===== src/rtl/blit_pkg.sv =====
package blit_pkg;
  localparam int NIB_W = 4;
  localparam logic [3:0] BPP_OK = 4'd4;

  typedef enum logic [2:0] {
    ST_IDLE,
    ST_CHECK,
    ST_SETUP,
    ST_RD_SRC,
    ST_RD_DST,
    ST_MERGE,
    ST_WR_DST,
    ST_LINE_END
  } blit_state_e;
endpackage


===== src/rtl/blit_param_check.sv =====
module blit_param_check #(
  parameter int DIM_W = 12
) (
  input  logic [DIM_W-1:0] s_height,
  input  logic [DIM_W+1:0] s_wbits,
  input  logic [3:0]       s_bpp,
  input  logic [DIM_W-1:0] d_height,
  input  logic [DIM_W+1:0] d_wbits,
  input  logic [3:0]       d_bpp,
  input  logic [DIM_W-1:0] sx,
  input  logic [DIM_W-1:0] sy,
  input  logic [DIM_W-1:0] dx,
  input  logic [DIM_W-1:0] dy,
  input  logic [DIM_W-1:0] w,
  input  logic [DIM_W-1:0] h,
  input  logic [DIM_W-1:0] rs,
  output logic             ok
);
  import blit_pkg::*;

  // pos must be inside limit and pos+len must not pass it
  function automatic logic span_fits(input logic [DIM_W-1:0] pos,
                                     input logic [DIM_W-1:0] len,
                                     input logic [DIM_W:0]   lim);
    logic [DIM_W:0] tail;
    tail = {1'b0, pos} + {1'b0, len};
    return ({1'b0, pos} < lim) && (tail <= lim);
  endfunction

  logic [DIM_W:0] s_px, d_px;
  logic           fmt_ok, size_ok, src_ok, dst_ok;

  always_comb begin
    s_px    = s_wbits[DIM_W+1:2];
    d_px    = d_wbits[DIM_W+1:2];
    fmt_ok  = (s_bpp == BPP_OK) && (d_bpp == BPP_OK);
    size_ok = (h != '0) && (w != '0) && (rs <= w);
    src_ok  = span_fits(sy, h, {1'b0, s_height}) && span_fits(sx, w, s_px);
    dst_ok  = span_fits(dy, h, {1'b0, d_height}) && span_fits(dx, w, d_px);
    ok      = fmt_ok && size_ok && src_ok && dst_ok;
  end
endmodule


===== src/rtl/blit_line_addr.sv =====
module blit_line_addr #(
  parameter int ADDR_W = 20,
  parameter int DIM_W  = 12
) (
  input  logic [ADDR_W-1:0] base,
  input  logic [DIM_W-1:0]  raster,
  input  logic [DIM_W-1:0]  height,
  input  logic [DIM_W-1:0]  y,
  input  logic [DIM_W-1:0]  lines,
  output logic [ADDR_W-1:0] line_addr
);
  localparam int PROD_W = 2 * DIM_W + 2;

  logic [DIM_W:0]  top_line;
  logic [DIM_W:0]  row;
  logic [PROD_W-1:0] prod;

  always_comb begin
    top_line  = {1'b0, y} + {1'b0, lines};
    row       = {1'b0, height} - top_line;
    prod      = row * {1'b0, raster};
    line_addr = base + ADDR_W'(prod);
  end
endmodule


===== src/rtl/blit_nib_pick.sv =====
module blit_nib_pick #(
  parameter int WORD_W = 16,
  parameter int SEL_W  = $clog2(WORD_W / 4)
) (
  input  logic [WORD_W-1:0] word_i,
  input  logic [SEL_W-1:0]  sel_i,
  output logic [3:0]        nib_o
);
  localparam int LANES = WORD_W / 4;

  logic [3:0] lane [LANES];

  for (genvar g = 0; g < LANES; g++) begin : g_lane
    assign lane[g] = word_i[WORD_W-1-4*g -: 4];
  end

  assign nib_o = lane[sel_i];
endmodule


===== src/rtl/blit_nib_put.sv =====
module blit_nib_put #(
  parameter int WORD_W = 16,
  parameter int SEL_W  = $clog2(WORD_W / 4)
) (
  input  logic [WORD_W-1:0] word_i,
  input  logic [SEL_W-1:0]  sel_i,
  input  logic [3:0]        nib_i,
  output logic [WORD_W-1:0] word_o
);
  localparam int LANES = WORD_W / 4;

  for (genvar g = 0; g < LANES; g++) begin : g_lane
    assign word_o[WORD_W-1-4*g -: 4] =
      (sel_i == SEL_W'(g)) ? nib_i : word_i[WORD_W-1-4*g -: 4];
  end
endmodule


===== src/rtl/blit_seq.sv =====
module blit_seq #(
  parameter int ADDR_W = 20,
  parameter int DIM_W  = 12,
  parameter int WORD_W = 16
) (
  input  logic              clk,
  input  logic              rst_n,
  input  logic              start,
  input  logic [ADDR_W-1:0] src_base,
  input  logic [DIM_W-1:0]  src_raster,
  input  logic [DIM_W-1:0]  src_height,
  input  logic [DIM_W+1:0]  src_width_bits,
  input  logic [3:0]        src_bpp,
  input  logic [ADDR_W-1:0] dst_base,
  input  logic [DIM_W-1:0]  dst_raster,
  input  logic [DIM_W-1:0]  dst_height,
  input  logic [DIM_W+1:0]  dst_width_bits,
  input  logic [3:0]        dst_bpp,
  input  logic [DIM_W-1:0]  src_x,
  input  logic [DIM_W-1:0]  src_y,
  input  logic [DIM_W-1:0]  dst_x,
  input  logic [DIM_W-1:0]  dst_y,
  input  logic [DIM_W-1:0]  xfer_w,
  input  logic [DIM_W-1:0]  xfer_h,
  input  logic [DIM_W-1:0]  resume_w,
  input  logic              irq,
  output logic              mem_req,
  output logic              mem_we,
  output logic [ADDR_W-1:0] mem_addr,
  output logic [WORD_W-1:0] mem_wdata,
  input  logic              mem_ack,
  input  logic              mem_fault,
  input  logic [WORD_W-1:0] mem_rdata,
  output logic [3:0]        cmb_src,
  output logic [3:0]        cmb_dst,
  output logic [1:0]        cmb_phase,
  input  logic [3:0]        cmb_result,
  output logic              busy,
  output logic              done,
  output logic              error,
  output logic              suspended,
  output logic [DIM_W-1:0]  lines_left,
  output logic [DIM_W-1:0]  resume_width
);
  import blit_pkg::*;

  localparam int PPW   = WORD_W / NIB_W;
  localparam int SUB_W = $clog2(PPW);
  localparam logic [SUB_W-1:0] SUB_LAST = SUB_W'(PPW - 1);

  typedef struct packed {
    logic [ADDR_W-1:0] base;
    logic [DIM_W-1:0]  raster;
    logic [DIM_W-1:0]  height;
    logic [DIM_W+1:0]  wbits;
    logic [3:0]        bpp;
  } bmp_t;

  typedef struct packed {
    logic [DIM_W-1:0] sx, sy, dx, dy, w, h, rs;
  } xfer_t;

  // reset: asserted asynchronously, released on a clock edge
  logic [1:0] rst_sync;
  logic       rst_int_n;

  always_ff @(posedge clk or negedge rst_n) begin
    if (!rst_n) rst_sync <= 2'b00;
    else        rst_sync <= {rst_sync[0], 1'b1};
  end
  assign rst_int_n = rst_sync[1];

  // captured parameters
  bmp_t  src_q, dst_q;
  xfer_t xf_q;
  logic  prm_en;

  always_ff @(posedge clk) begin
    if (prm_en) begin
      src_q <= '{base: src_base, raster: src_raster, height: src_height,
                 wbits: src_width_bits, bpp: src_bpp};
      dst_q <= '{base: dst_base, raster: dst_raster, height: dst_height,
                 wbits: dst_width_bits, bpp: dst_bpp};
      xf_q  <= '{sx: src_x, sy: src_y, dx: dst_x, dy: dst_y,
                 w: xfer_w, h: xfer_h, rs: resume_w};
    end
  end

  // state
  blit_state_e       st_q, st_d;
  logic [DIM_W-1:0]  lines_q, lines_d;
  logic [DIM_W-1:0]  cnt_q, cnt_d;
  logic [DIM_W-1:0]  cnt_word_q, cnt_word_d;
  logic [DIM_W-1:0]  xoff_q, xoff_d;
  logic [DIM_W-1:0]  sx_q, sx_d, dx_q, dx_d;
  logic [ADDR_W-1:0] s_line_q, s_line_d, d_line_q, d_line_d;
  logic [ADDR_W-1:0] d_addr_q, d_addr_d;
  logic [WORD_W-1:0] s_word_q, s_word_d, d_word_q, d_word_d;
  logic              s_vld_q, s_vld_d, d_vld_q, d_vld_d;
  logic              done_q, done_d, err_q, err_d, susp_q, susp_d;
  logic [DIM_W-1:0]  resume_q, resume_d;

  // helpers
  logic              prm_ok;
  logic [ADDR_W-1:0] s_line_calc, d_line_calc;
  logic [ADDR_W-1:0] s_cur_addr, d_cur_addr;
  logic [WORD_W-1:0] d_word_merged;
  logic [DIM_W-1:0]  resume_on_fault;

  blit_param_check #(.DIM_W(DIM_W)) u_check (
    .s_height (src_q.height), .s_wbits (src_q.wbits), .s_bpp (src_q.bpp),
    .d_height (dst_q.height), .d_wbits (dst_q.wbits), .d_bpp (dst_q.bpp),
    .sx (xf_q.sx), .sy (xf_q.sy), .dx (xf_q.dx), .dy (xf_q.dy),
    .w (xf_q.w), .h (xf_q.h), .rs (xf_q.rs),
    .ok (prm_ok)
  );

  blit_line_addr #(.ADDR_W(ADDR_W), .DIM_W(DIM_W)) u_src_line (
    .base (src_q.base), .raster (src_q.raster), .height (src_q.height),
    .y (xf_q.sy), .lines (lines_q), .line_addr (s_line_calc)
  );

  blit_line_addr #(.ADDR_W(ADDR_W), .DIM_W(DIM_W)) u_dst_line (
    .base (dst_q.base), .raster (dst_q.raster), .height (dst_q.height),
    .y (xf_q.dy), .lines (lines_q), .line_addr (d_line_calc)
  );

  blit_nib_pick #(.WORD_W(WORD_W)) u_src_pick (
    .word_i (s_word_q), .sel_i (sx_q[SUB_W-1:0]), .nib_o (cmb_src)
  );

  blit_nib_pick #(.WORD_W(WORD_W)) u_dst_pick (
    .word_i (d_word_q), .sel_i (dx_q[SUB_W-1:0]), .nib_o (cmb_dst)
  );

  blit_nib_put #(.WORD_W(WORD_W)) u_dst_put (
    .word_i (d_word_q), .sel_i (dx_q[SUB_W-1:0]), .nib_i (cmb_result),
    .word_o (d_word_merged)
  );

  assign s_cur_addr      = s_line_q + ADDR_W'(sx_q >> SUB_W);
  assign d_cur_addr      = d_line_q + ADDR_W'(dx_q >> SUB_W);
  assign resume_on_fault = d_vld_q ? cnt_word_q : cnt_q;
  assign cmb_phase       = {~(xf_q.dy[0] ^ lines_q[0]), dx_q[0]};

  // next state
  always_comb begin
    st_d       = st_q;
    lines_d    = lines_q;
    cnt_d      = cnt_q;
    cnt_word_d = cnt_word_q;
    xoff_d     = xoff_q;
    sx_d       = sx_q;
    dx_d       = dx_q;
    s_line_d   = s_line_q;
    d_line_d   = d_line_q;
    d_addr_d   = d_addr_q;
    s_word_d   = s_word_q;
    d_word_d   = d_word_q;
    s_vld_d    = s_vld_q;
    d_vld_d    = d_vld_q;
    resume_d   = resume_q;
    done_d     = 1'b0;
    err_d      = 1'b0;
    susp_d     = 1'b0;
    prm_en     = 1'b0;
    mem_req    = 1'b0;
    mem_we     = 1'b0;
    mem_addr   = '0;
    mem_wdata  = d_word_q;

    unique case (st_q)
      ST_IDLE: begin
        if (start) begin
          prm_en = 1'b1;
          st_d   = ST_CHECK;
        end
      end
      ST_CHECK: begin
        if (!prm_ok) begin
          err_d = 1'b1;
          st_d  = ST_IDLE;
        end else begin
          lines_d = xf_q.h;
          cnt_d   = (xf_q.rs != '0) ? xf_q.rs : xf_q.w;
          xoff_d  = (xf_q.rs != '0) ? xf_q.w - xf_q.rs : '0;
          st_d    = ST_SETUP;
        end
      end
      ST_SETUP: begin
        s_line_d = s_line_calc;
        d_line_d = d_line_calc;
        sx_d     = xf_q.sx + xoff_q;
        dx_d     = xf_q.dx + xoff_q;
        xoff_d   = '0;
        s_vld_d  = 1'b0;
        d_vld_d  = 1'b0;
        st_d     = ST_RD_SRC;
      end
      ST_RD_SRC: begin
        if (s_vld_q) begin
          st_d = ST_RD_DST;
        end else begin
          mem_req  = 1'b1;
          mem_addr = s_cur_addr;
          if (mem_fault) begin
            susp_d   = 1'b1;
            resume_d = resume_on_fault;
            st_d     = ST_IDLE;
          end else if (mem_ack) begin
            s_word_d = mem_rdata;
            s_vld_d  = 1'b1;
            st_d     = ST_RD_DST;
          end
        end
      end
      ST_RD_DST: begin
        if (d_vld_q) begin
          st_d = ST_MERGE;
        end else begin
          mem_req  = 1'b1;
          mem_addr = d_cur_addr;
          if (mem_fault) begin
            susp_d   = 1'b1;
            resume_d = resume_on_fault;
            st_d     = ST_IDLE;
          end else if (mem_ack) begin
            d_word_d   = mem_rdata;
            d_vld_d    = 1'b1;
            d_addr_d   = d_cur_addr;
            cnt_word_d = cnt_q;
            st_d       = ST_MERGE;
          end
        end
      end
      ST_MERGE: begin
        d_word_d = d_word_merged;
        cnt_d    = cnt_q - DIM_W'(1);
        sx_d     = sx_q + DIM_W'(1);
        dx_d     = dx_q + DIM_W'(1);
        if (sx_q[SUB_W-1:0] == SUB_LAST) s_vld_d = 1'b0;
        if ((dx_q[SUB_W-1:0] == SUB_LAST) || (cnt_q == DIM_W'(1)))
          st_d = ST_WR_DST;
        else
          st_d = ST_RD_SRC;
      end
      ST_WR_DST: begin
        mem_req  = 1'b1;
        mem_we   = 1'b1;
        mem_addr = d_addr_q;
        if (mem_fault) begin
          susp_d   = 1'b1;
          resume_d = resume_on_fault;
          st_d     = ST_IDLE;
        end else if (mem_ack) begin
          d_vld_d = 1'b0;
          st_d    = (cnt_q == '0) ? ST_LINE_END : ST_RD_SRC;
        end
      end
      ST_LINE_END: begin
        lines_d = lines_q - DIM_W'(1);
        if (lines_q == DIM_W'(1)) begin
          done_d = 1'b1;
          st_d   = ST_IDLE;
        end else if (irq) begin
          susp_d   = 1'b1;
          resume_d = '0;
          st_d     = ST_IDLE;
        end else begin
          cnt_d = xf_q.w;
          st_d  = ST_SETUP;
        end
      end
      default: st_d = ST_IDLE;
    endcase
  end

  // registers
  always_ff @(posedge clk or negedge rst_int_n) begin
    if (!rst_int_n) begin
      st_q       <= ST_IDLE;
      lines_q    <= '0;
      cnt_q      <= '0;
      cnt_word_q <= '0;
      xoff_q     <= '0;
      sx_q       <= '0;
      dx_q       <= '0;
      s_line_q   <= '0;
      d_line_q   <= '0;
      d_addr_q   <= '0;
      s_word_q   <= '0;
      d_word_q   <= '0;
      s_vld_q    <= 1'b0;
      d_vld_q    <= 1'b0;
      done_q     <= 1'b0;
      err_q      <= 1'b0;
      susp_q     <= 1'b0;
      resume_q   <= '0;
    end else begin
      st_q       <= st_d;
      lines_q    <= lines_d;
      cnt_q      <= cnt_d;
      cnt_word_q <= cnt_word_d;
      xoff_q     <= xoff_d;
      sx_q       <= sx_d;
      dx_q       <= dx_d;
      s_line_q   <= s_line_d;
      d_line_q   <= d_line_d;
      d_addr_q   <= d_addr_d;
      s_word_q   <= s_word_d;
      d_word_q   <= d_word_d;
      s_vld_q    <= s_vld_d;
      d_vld_q    <= d_vld_d;
      done_q     <= done_d;
      err_q      <= err_d;
      susp_q     <= susp_d;
      resume_q   <= resume_d;
    end
  end

  assign busy         = (st_q != ST_IDLE);
  assign done         = done_q;
  assign error        = err_q;
  assign suspended    = susp_q;
  assign lines_left   = lines_q;
  assign resume_width = resume_q;
endmodule


===== config.mk =====
export PLATFORM = sky130hd
export DESIGN_NAME = blit_seq
export DESIGN_NICKNAME = d
export VERILOG_FILES = /design/src/rtl/blit_pkg.sv /design/src/rtl/blit_param_check.sv /design/src/rtl/blit_line_addr.sv /design/src/rtl/blit_nib_pick.sv /design/src/rtl/blit_nib_put.sv /design/src/rtl/blit_seq.sv
export SDC_FILE = /design/constraint.sdc
export NUM_CORES = 2
export LEC_CHECK = 0
export BUFFER_PORTS_ARGS = -buffer_cell sky130_fd_sc_hd__buf_2
export CAP_MARGIN = 15
export CORE_MARGIN = 10
export CORE_UTILIZATION = 60
export DETAILED_ROUTE_END_ITERATION = 6
export PLACE_DENSITY = 0.85
export SYNTH_ARGS = -nofsm -noshare
export SYNTH_HDL_FRONTEND = slang
export SYNTH_HIERARCHICAL = 1
export SYNTH_SLANG_ARGS = --single-unit

===== constraint.sdc =====
create_clock -name clk -period 14.05 [get_ports clk]
set_clock_uncertainty 0.15 [all_clocks]
set_input_delay 4.215 -clock clk [delete_from_list [all_inputs] [get_ports clk]]
set_output_delay 4.215 -clock clk [all_outputs]
set_load 0.02 [all_outputs]

==> summary.txt <==
Setup path
  • Worst Setup Start Kind: register
  • Cell family with most CP delay: adder cells
  • Worst Path Buf+Inv: 4
  • CP Depth: 27
  • CP max-delay cell: a221oi_1
  • Critical path required time: 14.39 ns
  • Cell depth of the worst flop-to-flop path: 27
  • Crit end category: register
  • Crit-path max FO: 7
  • Critical path arrival: 9.27 ns
  • Top cell by count, worst path: fa_1
  • Setup CP Type: register to register
  • Crit-path max cell delay: a little over 0.6 ns

Cells and area
  • Commonest non-fill, non-tap cell in the layout: inv_1
  • Register Area: around 0.011 sq mm
  • Layout cells sized above 1: 12.7%
  • Layout overhead on the synthesized area: 10.7%
  • Fillers: around 4400
  • Multi-input gate area: about 0.021 sq mm
  • Util after Layout: around two thirds
  • Antenna diodes: 0
  • Most frequent cells in the layout: 537 x inv_1, 481 x nand2_1, 334 x ha_1, 306 x buf_2, 271 x fa_1
  • Fin nets: between 4000 and 5000

Clocking
  • Clock tree root buffer cell: clkbuf_16
  • CTS Hold Buffers Added: 0
  • Post_cts resized: 0
  • Number of H-tree levels: 2
  • Clk Latency, worst-skew pair: slightly above 0.6 ns
  • Clock Tree Buf Depth: 3
  • CTS clock-pin slew for the worst setup and hold paths: 0.06 ns
  • CTS buffer count: 44
  • Setup bufs post-CTS: 0
  • CTS tree: yes
  • CTS Sinks: slightly below 400

Route
  • DRT Pass-1 Iters: 5
  • WL final: 92.4 mm
  • Number of routed nets with antenna violations: 0
  • Via Count: roughly 27000
  • DRC Markers: 0
  • Routed WL per cell: 20.1 um
  • DRT iter0 DRCs: approximately 2100
  • Drt via density: about 6

STA
  • Rel. slew slack: about 23%
  • Hold WS: approximately 0.21 ns
  • Final setup vio count: 0
  • Fin. Hold Viols: 0
  • Setup TNS: 0 ns
  • Fmax: about 110 MHz
  • Final Max Slew Viols: 0
  • RSZ-0062 raised after global routing: no
  • Worst-Margin Slew: between 1 and 1.5 ns
  • Fin crit period: between 8 and 9 ns
  • PnR worst setup slack: 5.12 ns
  • Final period util: 63.6%

Synth
  • Yosys warnings: 6
  • Net Count, Synth: 4374
  • Post-Syn Area: 0.0344 sq mm
  • Synth Instances: 3535
  • Syn avg cell area: about 9.7 sq um

Floorplanning
  • Die ar.: 0.0673 sq mm
  • Core Region: between 0.05 and 0.06 sq mm
  • FP Rows: 87
  • Io pins: 310
  • Die H: 259 um
  • Starting Density: about three fifths
  • Die Wd: approximately 260 um

Placed design
  • Pre-CTS WS: between 5 and 6 ns
  • IO Port Bufs: just over 300
  • Post-DP HPWL: between 70 and 80 mm
  • GPL Wtd Cong: roughly 0.96

Global route
  • Largest net degree at the start of global routing: between 80 and 90
  • Global Route Usage Sum: a little over a quarter
  • Vias in the first global route: roughly 28000
  • Remaining Overflow, GRT: 0
  • Global-route wire length before repair: around 150 mm
  • Antenna violations before repair: 3

Hold path
  • HP Class: register to async pin

Run status
  • Outcome: complete, no violations

Run
  • Maximum Capacitance Violations: 0
## sequential cells by signal, summed over array words and instances, names as in the netlist, 2 cells and up
register / flops
mem_wdata: 16
cnt_word_q: 12
rst_sync: 2
src_q: 60
d_addr_q: 20
xf_q: 84
st_q: 3
s_line_q: 20
cnt_q: 12
lines_left: 12
d_line_q: 20
sx_q: 12
dst_q: 60
dx_q: 12
xoff_q: 12
resume_width: 12
s_word_q: 16
## layer usage
metal / GRT usage, % / vias to the layer above / part of all wire, %
met5: 0 / - / 0.022
met4: 11.5 / 4 / 4.4
met3: 5.39 / 264 / 7.8
met2: 45.0 / 1124 / 47
met1: 35.1 / 13163 / 41
li1: - / 12480 / -
## area by class of cell
cell class | instances | area share, %
clock buffers | 63 | 3.21
clock inverters | 18 | 0.536
inverters | 537 | 5.30
multi-input cells | 2505 | 55.6
flip-flops and latches | 390 | 28.3
well taps | 756 | 2.49
repair buffers | 332 | 4.54
## metrics by stage
step	cell area, sq um	instances
floorplan	34400	3535
global placement	36600	4519
detailed placement	36600	4519
CTS	38000	4600
global route	38000	4601
finish	38000	4601
## path summary, 6_finish.rpt
| path | from | to | slack, ns |
|---|---|---|---|
| min in group clk | rst_sync[0]$_DFF_PN0_ | rst_sync[1]$_DFF_PN0_ | 0.21 |
| worst max-delay path | lines_left[0]$_DFFE_PN0P_ | s_line_q[19]$_DFFE_PN0P_ | 5.12 |
| max in group asynchronous | rst_n | rst_sync[1]$_DFF_PN0_ | 10.39 |
| worst min-delay path | rst_sync[1]$_DFF_PN0_ | sx_q[7]$_DFFE_PN0P_ | 0.21 |
| worst max register to register | lines_left[0]$_DFFE_PN0P_ | s_line_q[19]$_DFFE_PN0P_ | 5.12 |
| worst min register to register | rst_sync[1]$_DFF_PN0_ | sx_q[7]$_DFFE_PN0P_ | 0.21 |
Power is not shown: default switching activity piles up to over one toggle a cycle in this logic, so the estimate is an artifact.
